### src/rtl/spr_pkg.sv
package spr_pkg;

    typedef enum logic [1:0] {
        FS_IDLE = 2'd0,
        FS_RECV = 2'd1,
        FS_FULL = 2'd2
    } frame_state_t;

endpackage

### src/rtl/spr_sync.sv
module spr_sync #(
    parameter int            WIDTH   = 3,
    parameter int            STAGES  = 2,
    parameter logic [WIDTH-1:0] RST_VAL = '0
) (
    input  logic             clk,
    input  logic             rst_n,
    input  logic [WIDTH-1:0] async_in,
    output logic [WIDTH-1:0] sync_out
);

    for (genvar b = 0; b < WIDTH; b++) begin : g_bit
        logic [STAGES-1:0] chain;

        always_ff @(posedge clk or negedge rst_n) begin
            if (!rst_n) begin
                chain <= {STAGES{RST_VAL[b]}};
            end else begin
                chain <= {chain[STAGES-2:0], async_in[b]};
            end
        end

        assign sync_out[b] = chain[STAGES-1];
    end

endmodule

### src/rtl/spr_frame_fsm.sv
module spr_frame_fsm
    import spr_pkg::*;
#(
    parameter int FRAME_BITS = 16,
    localparam int CNT_W     = $clog2(FRAME_BITS + 1)
) (
    input  logic                  clk,
    input  logic                  rst_n,
    input  logic                  sclk_s,
    input  logic                  cs_n_s,
    input  logic                  mosi_s,
    output logic                  frame_start,
    output logic                  frame_commit,
    output logic                  shift_en,
    output logic                  active,
    output logic [FRAME_BITS-1:0] rx_word
);

    localparam logic [CNT_W-1:0] LAST_BIT = CNT_W'(FRAME_BITS - 1);
    localparam logic [CNT_W-1:0] FULL_CNT = CNT_W'(FRAME_BITS);

    frame_state_t          state, state_nx;
    logic                  sclk_q, cs_q;
    logic [CNT_W-1:0]      bit_cnt;
    logic [FRAME_BITS-1:0] rx_sr;
    logic                  sclk_rise, sclk_fall, cs_fall, cs_rise;

    assign sclk_rise = sclk_s & ~sclk_q;
    assign sclk_fall = ~sclk_s & sclk_q;
    assign cs_fall   = cs_q & ~cs_n_s;
    assign cs_rise   = ~cs_q & cs_n_s;

    // next-state logic
    always_comb begin
        state_nx = state;
        unique case (state)
            FS_IDLE: if (cs_fall) state_nx = FS_RECV;
            FS_RECV: begin
                if (cs_rise)                               state_nx = FS_IDLE;
                else if (sclk_rise && bit_cnt == LAST_BIT) state_nx = FS_FULL;
            end
            FS_FULL: if (cs_rise) state_nx = FS_IDLE;
            default: state_nx = FS_IDLE;
        endcase
    end

    // state register
    always_ff @(posedge clk or negedge rst_n) begin
        if (!rst_n) state <= FS_IDLE;
        else        state <= state_nx;
    end

    // outputs and datapath
    always_ff @(posedge clk or negedge rst_n) begin
        if (!rst_n) begin
            sclk_q       <= 1'b1;
            cs_q         <= 1'b1;
            bit_cnt      <= '0;
            rx_sr        <= '0;
            frame_start  <= 1'b0;
            frame_commit <= 1'b0;
            shift_en     <= 1'b0;
        end else begin
            sclk_q       <= sclk_s;
            cs_q         <= cs_n_s;
            frame_start  <= (state == FS_IDLE) && cs_fall;
            frame_commit <= (state == FS_FULL) && cs_rise;
            shift_en     <= (state == FS_RECV) && sclk_fall && (bit_cnt != '0);
            unique case (state)
                FS_IDLE: bit_cnt <= '0;
                FS_RECV: begin
                    if (sclk_rise) begin
                        bit_cnt <= bit_cnt + 1'b1;
                        rx_sr   <= {rx_sr[FRAME_BITS-2:0], mosi_s};
                    end
                end
                FS_FULL: ;
                default: bit_cnt <= '0;
            endcase
        end
    end

    assign active  = (state != FS_IDLE);
    assign rx_word = rx_sr;


    cnt_bound_chk: assert property (@(posedge clk) disable iff (!rst_n)
        bit_cnt <= FULL_CNT);


    commit_full_chk: assert property (@(posedge clk) disable iff (!rst_n)
        frame_commit |-> bit_cnt == FULL_CNT);

endmodule

### src/rtl/spr_tx_shift.sv
module spr_tx_shift #(
    parameter int DATA_W = 16
) (
    input  logic              clk,
    input  logic              rst_n,
    input  logic              load,
    input  logic [DATA_W-1:0] load_val,
    input  logic              shift_en,
    input  logic              active,
    output logic              miso
);

    logic [DATA_W-1:0] tx_sr;

    always_ff @(posedge clk or negedge rst_n) begin
        if (!rst_n)        tx_sr <= '0;
        else if (load)     tx_sr <= load_val;
        else if (shift_en) tx_sr <= {tx_sr[DATA_W-2:0], 1'b0};
    end

    assign miso = active ? tx_sr[DATA_W-1] : 1'b0;


    load_shift_excl_chk: assert property (@(posedge clk) disable iff (!rst_n)
        !(load && shift_en));


    shift_in_frame_chk: assert property (@(posedge clk) disable iff (!rst_n)
        shift_en |-> active);

endmodule

### src/rtl/spr_read_slave.sv
module spr_read_slave
    import spr_pkg::*;
#(
    parameter int ADDR_W      = 8,
    parameter int DATA_W      = 16,
    parameter int SYNC_STAGES = 2
) (
    input  logic              clk,
    input  logic              rst_n,
    input  logic              spi_sclk,
    input  logic              spi_cs_n,
    input  logic              spi_mosi,
    output logic              spi_miso,
    output logic [ADDR_W-1:0] reg_addr,
    output logic              reg_rd_strobe,
    input  logic [DATA_W-1:0] reg_rdata
);

    localparam int FRAME_BITS = DATA_W;
    localparam int LOW_W      = FRAME_BITS - ADDR_W;

    logic [2:0]            pins_s;
    logic                  frame_start, frame_commit, shift_en, active;
    logic [FRAME_BITS-1:0] rx_word;
    logic                  pend_valid;
    logic [ADDR_W-1:0]     pend_addr;
    logic                  is_read_cmd;
    logic [DATA_W-1:0]     load_val;

    spr_sync #(.WIDTH(3), .STAGES(SYNC_STAGES), .RST_VAL(3'b011)) u_sync (
        .clk      (clk),
        .rst_n    (rst_n),
        .async_in ({spi_mosi, spi_cs_n, spi_sclk}),
        .sync_out (pins_s)
    );

    spr_frame_fsm #(.FRAME_BITS(FRAME_BITS)) u_fsm (
        .clk          (clk),
        .rst_n        (rst_n),
        .sclk_s       (pins_s[0]),
        .cs_n_s       (pins_s[1]),
        .mosi_s       (pins_s[2]),
        .frame_start  (frame_start),
        .frame_commit (frame_commit),
        .shift_en     (shift_en),
        .active       (active),
        .rx_word      (rx_word)
    );

    assign is_read_cmd = (rx_word[LOW_W-1:0] == '0) &&
                         (rx_word[FRAME_BITS-1:LOW_W] != '0);

    always_ff @(posedge clk or negedge rst_n) begin
        if (!rst_n) begin
            pend_valid <= 1'b0;
            pend_addr  <= '0;
        end else if (frame_commit) begin
            pend_valid <= is_read_cmd;
            if (is_read_cmd) pend_addr <= rx_word[FRAME_BITS-1:LOW_W];
        end
    end

    assign reg_addr      = pend_addr;
    assign reg_rd_strobe = frame_start && pend_valid;
    assign load_val      = pend_valid ? reg_rdata : '0;

    spr_tx_shift #(.DATA_W(DATA_W)) u_tx (
        .clk      (clk),
        .rst_n    (rst_n),
        .load     (frame_start),
        .load_val (load_val),
        .shift_en (shift_en),
        .active   (active),
        .miso     (spi_miso)
    );


    strobe_pulse_chk: assert property (@(posedge clk) disable iff (!rst_n)
        reg_rd_strobe |=> !reg_rd_strobe);


    pend_hold_chk: assert property (@(posedge clk) disable iff (!rst_n)
        !frame_commit |=> $stable(pend_addr) && $stable(pend_valid));


    addr_nonzero_chk: assert property (@(posedge clk) disable iff (!rst_n)
        pend_valid |-> pend_addr != '0);

endmodule

### config.mk
export PLATFORM = sky130hd
export DESIGN_NAME = spr_read_slave
export DESIGN_NICKNAME = d
export VERILOG_FILES = /design/src/rtl/spr_pkg.sv /design/src/rtl/spr_sync.sv /design/src/rtl/spr_frame_fsm.sv /design/src/rtl/spr_tx_shift.sv /design/src/rtl/spr_read_slave.sv
export SDC_FILE = /design/constraint.sdc
export NUM_CORES = 1
export LEC_CHECK = 0
export ABC_CLOCK_PERIOD_IN_PS = 2600
export CAP_MARGIN = 20
export CORE_UTILIZATION = 23
export CTS_CLUSTER_DIAMETER = 40
export DETAILED_ROUTE_END_ITERATION = 6
export GPL_TIMING_DRIVEN = 0
export PLACE_DENSITY = 0.41
export SYNTH_ARGS = -nofsm -noshare
export SYNTH_HDL_FRONTEND = slang
export SYNTH_SLANG_ARGS = --single-unit
### constraint.sdc
create_clock -name clk -period 2.6 [get_ports clk]
set_input_delay 0.39 -clock clk [delete_from_list [all_inputs] [get_ports clk]]
set_output_delay 0.39 -clock clk [all_outputs]
set_load 0.02 [all_outputs]
-- Word level (Yosys, flattened, before mapping)
Index checks and enable logic that the tools add are counted.
- register bits: 59
- bits in latches: 0
- bits in writable memories: 0
- bits in read-only memories: 0
- output and inout bits: 10
- memories kept: 0
- add/sub/neg operators: 1
- multipliers: 0
- divide/modulo/power cells: 0
- order comparisons: 0
- equal/unequal tests: 7
- shifts and indexed selects: 0
- mux-type cells: 11
- bitwise gates (word level): 9
- reduce and logical (&&, ||, !) cells: 17
- operators by type and width (cell ; count):
    $mux W16 ; 3
    $pmux W5 S2 ; 1
    $logic_not A8 Y1 ; 1
    $mux W2 ; 4
    $reduce_bool A8 Y1 ; 1
    $logic_and A1 B1 Y1 ; 7
    $ne A2 B1 Y1 const B ; 3
    $pmux W2 S3 ; 1
    $reduce_and A2 Y1 ; 3
    $add A5 B1 Y5 const B ; 1
    $eq A5 B4 Y1 const B ; 1
    $mux W5 ; 1
    $not A1 Y1 ; 5
    $reduce_bool A5 Y1 ; 1
    $and A1 B1 Y1 ; 4
    $reduce_bool A2 Y1 ; 2
    $ne A3 B1 Y1 const B ; 1
    $reduce_and A3 Y1 ; 1
    $eq A2 B1 Y1 const B ; 1
    $eq A2 B2 Y1 const B ; 1
    $logic_not A2 Y1 ; 1
    $mux W1 ; 1

-- Longest topological paths before layout
- depth in word-level cells: 6
- gate-level depth with buffers: 6
- gate-level depth less buffers: 6

-- Modules after synthesis
Synthesis repeated with hierarchy kept, for this count alone.
- cell total of the unflattened synthesis: 210
- area, all modules: 2658.8 sq um
- by module, submodules not included (module ; times used ; cells each ; area an instance (sq um) ; seq. area each (sq um)):
    spr_frame_fsm ; 1 ; 88 ; 1209.9 ; 703.2
    spr_tx_shift ; 1 ; 70 ; 748.2 ; 400.4
    spr_read_slave ; 1 ; 43 ; 523.0 ; 225.2
    spr_sync ; 1 ; 9 ; 177.7 ; 155.1

-- Worst setup path after synthesis
Ideal clock, no wire load.
- kind: register -> register
- from: reg u_sync.g_bit[0].chain[1]
- to: reg u_fsm.rx_sr[10] (netlist: u_fsm.rx_word[10])
- library setup time: 0.125 ns
- arrival time: 1.504 ns
- required time: 2.475 ns
- path slack: 0.971 ns
- stages on the path, launching flop included: 7
- path through: dfstp_2 > nor2b_1 > buf_2 > and2_1 > buf_4 > buf_6 > mux2_2
- cells in the longest elaborated chain, start to end: 2
- RTL lines (what ; RTL line ; source):
    start, declared ; spr_sync.sv:13 ; logic [STAGES-1:0] chain;
    start signal, assigned ; spr_sync.sv:17 ; chain <= {STAGES{RST_VAL[b]}};
    start signal, assigned ; spr_sync.sv:19 ; chain <= {chain[STAGES-2:0], async_in[b]};
    $and A1 B1 Y1 ; spr_frame_fsm.sv:28 ; assign sclk_rise = sclk_s & ~sclk_q;
    $reduce_and A2 Y1 (no source line) ; -- ;
    end signal, assigned ; spr_frame_fsm.sv:74 ; rx_sr <= {rx_sr[FRAME_BITS-2:0], mosi_s};
    end, declared ; spr_frame_fsm.sv:25 ; logic [FRAME_BITS-1:0] rx_sr;
No other way between the ends.
A chain may end at the register's enable or synchronous reset.

-- Final worst setup path
- from: reg u_fsm.frame_start
- to: out reg_rd_strobe
- cells in the longest elaborated chain, start to end: 1
- RTL lines (what ; RTL line ; source):
    start, declared ; spr_frame_fsm.sv:12 ; output logic frame_start,
    start signal, assigned ; spr_frame_fsm.sv:66 ; frame_start <= (state == FS_IDLE) && cs_fall;
    $logic_and A1 B1 Y1 ; spr_read_slave.sv:64 ; assign reg_rd_strobe = frame_start && pend_valid;
    end, declared ; spr_read_slave.sv:15 ; output logic reg_rd_strobe,
No other way between the ends.

==> run summary <==
The largest net degree at the start of global routing came out at 60. The mean post-synth cell area came out at 13.0 µm². The async set or reset register ratio after synthesis is 100%. The synthesized netlist devotes 1.53% of its cell area to adder and majority cells.

The final worst clock skew is 0.0132 ns. The relative slew slack is 50.1%. The global route total overflow came out at 0. The synthesized design devotes to its leading area cell type 54.0% of total area.

The post-route netlist has 23.6% of its cells at a drive strength greater than 1. Measured against the total synthesized area, the mux share comes to 18.8%. The share of the synthesized netlist area taken by xor and xnor gates came out at 0%.

After clock tree synthesis, the clock-pin slew on the worst setup and hold paths is 0.07 ns. The worst register-to-register path begins at u_sync.g_bit[0].chain[1]. After detailed routing, the average wire length per cell comes to 12.0 µm. Power spread over the standard cell area amounts to 654 nW/µm².

The capture point of the worst path is reg_rd_strobe. In the post-synthesis netlist, the biggest area contributors are dfrtp_1, mux2_2, dfstp_2. The sequential cell fraction of total power came out at 51.8%. The source-to-sink clock delay at the later pin of the worst-skew pair is 0.33 ns. Post-CTS timing repair inserted 0 buffers for setup. The sequential-to-total area share from yosys stat is 60.4%.

In this run the cell area measured after placement is 2920 µm². The height of the die is 105 µm. The post-synthesis register bit count came out at 59. The number of antenna repair diodes is 0. The first-pass GRT wire length came out at 7.61 mm. Once the clock tree was built, the resizer swapped 0 gates to a different size. The final instance area came out at 3100 µm². Of the available clock period, the critical path in the final layout requires 95.1%. The number of cells on the worst reg-to-reg path came out at 6.

The summed instance area of the synthesized netlist is 2460 µm². The signal on the critical path passes through and2_1 > buf_2 > clkdlybuf4s50_1. The count of max-cap constraint violations came out at 0.

The total number of placement rows is 37. Data arrives at the worst endpoint at 2.08 ns. The global-route usage over all layers is 9.16%.

After layout, the minimum clock period comes to 2.47 ns. Leaving out fill and tap cells, the most frequent cell in the layout is dfrtp_1. STA classifies the critical path endpoint as an output pin. The synthesized instance count came out at 189. The flow ran to the end, and the final reports show no timing, DRC or antenna violations. The total routed wirelength is 4.41 mm. The per-cell via count in the routed design is 4.06. Tracing the worst setup path back leads to its startpoint at u_fsm.frame_start.

The final number of setup-violating endpoints is 0. The total power of the final layout came out at 2.03 mW. The switching share of power is 24.4%. Setup repair after global routing left no endpoint under its margin. Once the floorplan was initialized, standard cells occupied 23.8% of the core. The number of max-slew violations in the final report was 0. The clock sink total came out at 59. The maximum fanout encountered on the critical timing path is 10. The total via count in the routed design is 1497.

The CTS tree is built. The compound-gate portion of the synthesized area came out at 7.08%. The worst setup path is launched from a flip-flop.

The sequential cell area came out at 1480 µm². On the critical path, the stage with the largest delay is an instance of clkdlybuf4s50_1. Relative to the synthesized area, the layout overhead comes to 26.3%. The number of global-route vias before repair came out at 1503.

The leakage power is 1.32 nW. The worst setup path is of the flip-flop to output pin kind. The endpoint identified for the worst register-to-register timing path is u_fsm.rx_word[14]. The total CTS buffers is 9. The biggest area contributor in the post-synthesis netlist is dfrtp_1. Summed over all nets, the switching power comes to 496 µW. During I/O placement, the number of pins put on the boundary was 31. The final net count is 253.

The warning count from the yosys run came out at 0. The clock network accounts for 38.8% of the total power. The number of hold buffers added after CTS was 0. The number of DRC markers in iteration 0 came out at 66.

The number of buffers on the longest clock path is 2. After Yosys synthesis, and, or, nand and nor cells account for 9.53% of the synthesized area. The peak clock frequency supported by timing came out at 405 MHz.

The internal cell power is 1.53 mW. The cell type group with the largest total delay on the critical path is buffers and inverters. The number of DRC violations after detailed routing came out at 0. The residual antenna-violating net count after detailed routing is 0. By area, the combinational part of the netlist is dominated by multiplexers.

The register-to-register setup slack is 0.85 ns. The final weighted congestion in routability-driven placement is 0.732. The number of port buffers came out at 30.

The critical path depth in cells is 3. The delay of the slowest cell on the worst path is 0.63 ns. The number of H-tree branching levels came out at 3. The number of inserted filler cells in the final layout came out at 1054. Counting every net in the synthesized netlist gives 213. Leaving out fill and tap cells, the most frequent cells in the layout are dfrtp_1, clkdlybuf4s50_1, o21ai_0.

The area of the die is 11100 µm². The most instantiated flip-flop cell in the synthesis netlist is dfrtp_1. The number of iterations in the first detailed-routing pass came out at 4. The combinational power share came out at 9.4%. The slew at the pin closest to its max-slew limit is 0.748 ns. The multi-input combinational cells in the finished layout cover a total of 907 µm². The synthesized design contains 0 enable-type register cells. The core area came out at 10300 µm². In this run the worst hold path is classified as input port to asynchronous set/reset pin.

At the worst endpoint, the required time is 2.21 ns. Once detailed placement completed, the half-perimeter wirelength came to 2.88 mm. The initial antenna violation count was 0. The count of unique library cells instantiated by Yosys came out at 35. The number of hold violations in the final report was 0.

The combined buffer and inverter count along the critical path is 2. The peak supply drop is 0.200 mV. The cell sitting at the root of the clock tree is a clkbuf_8. From left edge to right edge, the die measures 105 µm.
## power groups by stage
| stage | registers (mW) | clock network [mW] | logic (mW) |
|---|---|---|---|
| floorplan | 1.05 | 0 | 0.126 |
| global placement | 1.07 | 0 | 0.195 |
| detailed placement | 1.07 | 0 | 0.195 |
| CTS | 1.05 | 0.826 | 0.196 |
| global route | 1.06 | 0.884 | 0.213 |
| finish | 1.05 | 0.787 | 0.191 |
## layout make-up
cell class | count | area share [%]
Inverter | 5 | 0.605
Multi-Input combinational cell | 117 | 29.2
Sequential cell | 59 | 47.8
Tap cell | 136 | 5.49
Clock buffer | 9 | 3.99
Buffer | 7 | 1.37
Timing Repair Buffer | 30 | 9.60
Clock inverter | 6 | 1.86
## how the worst min path moves through the flow
| stage | from | to |
|---|---|---|
| after detailed placement | u_sync.g_bit[2].chain[0] | u_sync.g_bit[2].chain[1] |
| after global routing | rst_n | reg_addr[2] |
| final | rst_n | reg_addr[1] |
| after floorplan | rst_n | pend_valid |
| after global placement | u_sync.g_bit[2].chain[0] | u_sync.g_bit[2].chain[1] |
| after CTS | rst_n | reg_addr[1] |
## state kept, by name, indices dropped and copies added, names as in the netlist, 2 cells and up
register            flops
u_sync.g_bit.chain      6
u_fsm.state             2
reg_addr                8
u_fsm.bit_cnt           5
u_tx.tx_sr             16
u_fsm.rx_word          16
## Yosys cell counts (3+ instances only)
cell type	n
inv_1	5
nand2_1	17
buf_2	4
nor2b_1	3
mux2_2	16
mux2_4	8
nand2b_1	5
dfrtp_1	53
mux2i_1	15
o21ai_0	21
nor2_1	3
dfstp_2	6
ha_1	3
and2_1	3
## through the flow
step | setup TNS (ns) | hold slack, ns | util [%] | setup WS [ns] | cells
global placement | -49.80 | 0.335 | 28.3 | -0.921 | 355
floorplan | 0 | 0.0944 | - | 0.971 | 189
CTS | 0 | 0.146 | 30.0 | 0.107 | 369
detailed placement | 0 | 0.338 | 28.3 | 0.374 | 355
finish | 0 | 0.116 | 30.0 | 0.129 | 369
global route | 0 | 0.170 | 30.0 | 0.00701 | 369
## metal layers
layer / track usage [%] / up-vias / wire [µm]
met5: 0 / - / 0
met4: 4.83 / 0 / 46
met3: 3.77 / 2 / 188
met2: 12.6 / 28 / 1910
met1: 12.1 / 726 / 2270
li1: - / 741 / -
## logic make-up after synthesis
| family | Yosys count |
|---|---|
| flip-flops | 59 |
| AND/OR/NAND/NOR | 44 |
| multiplexers | 40 |
| AO/OA/AOI/OAI | 30 |
| buffers and inverters | 13 |
| adder cells (fa/ha/maj) | 3 |
No activity file was read; power rests on OpenSTA's default activity.
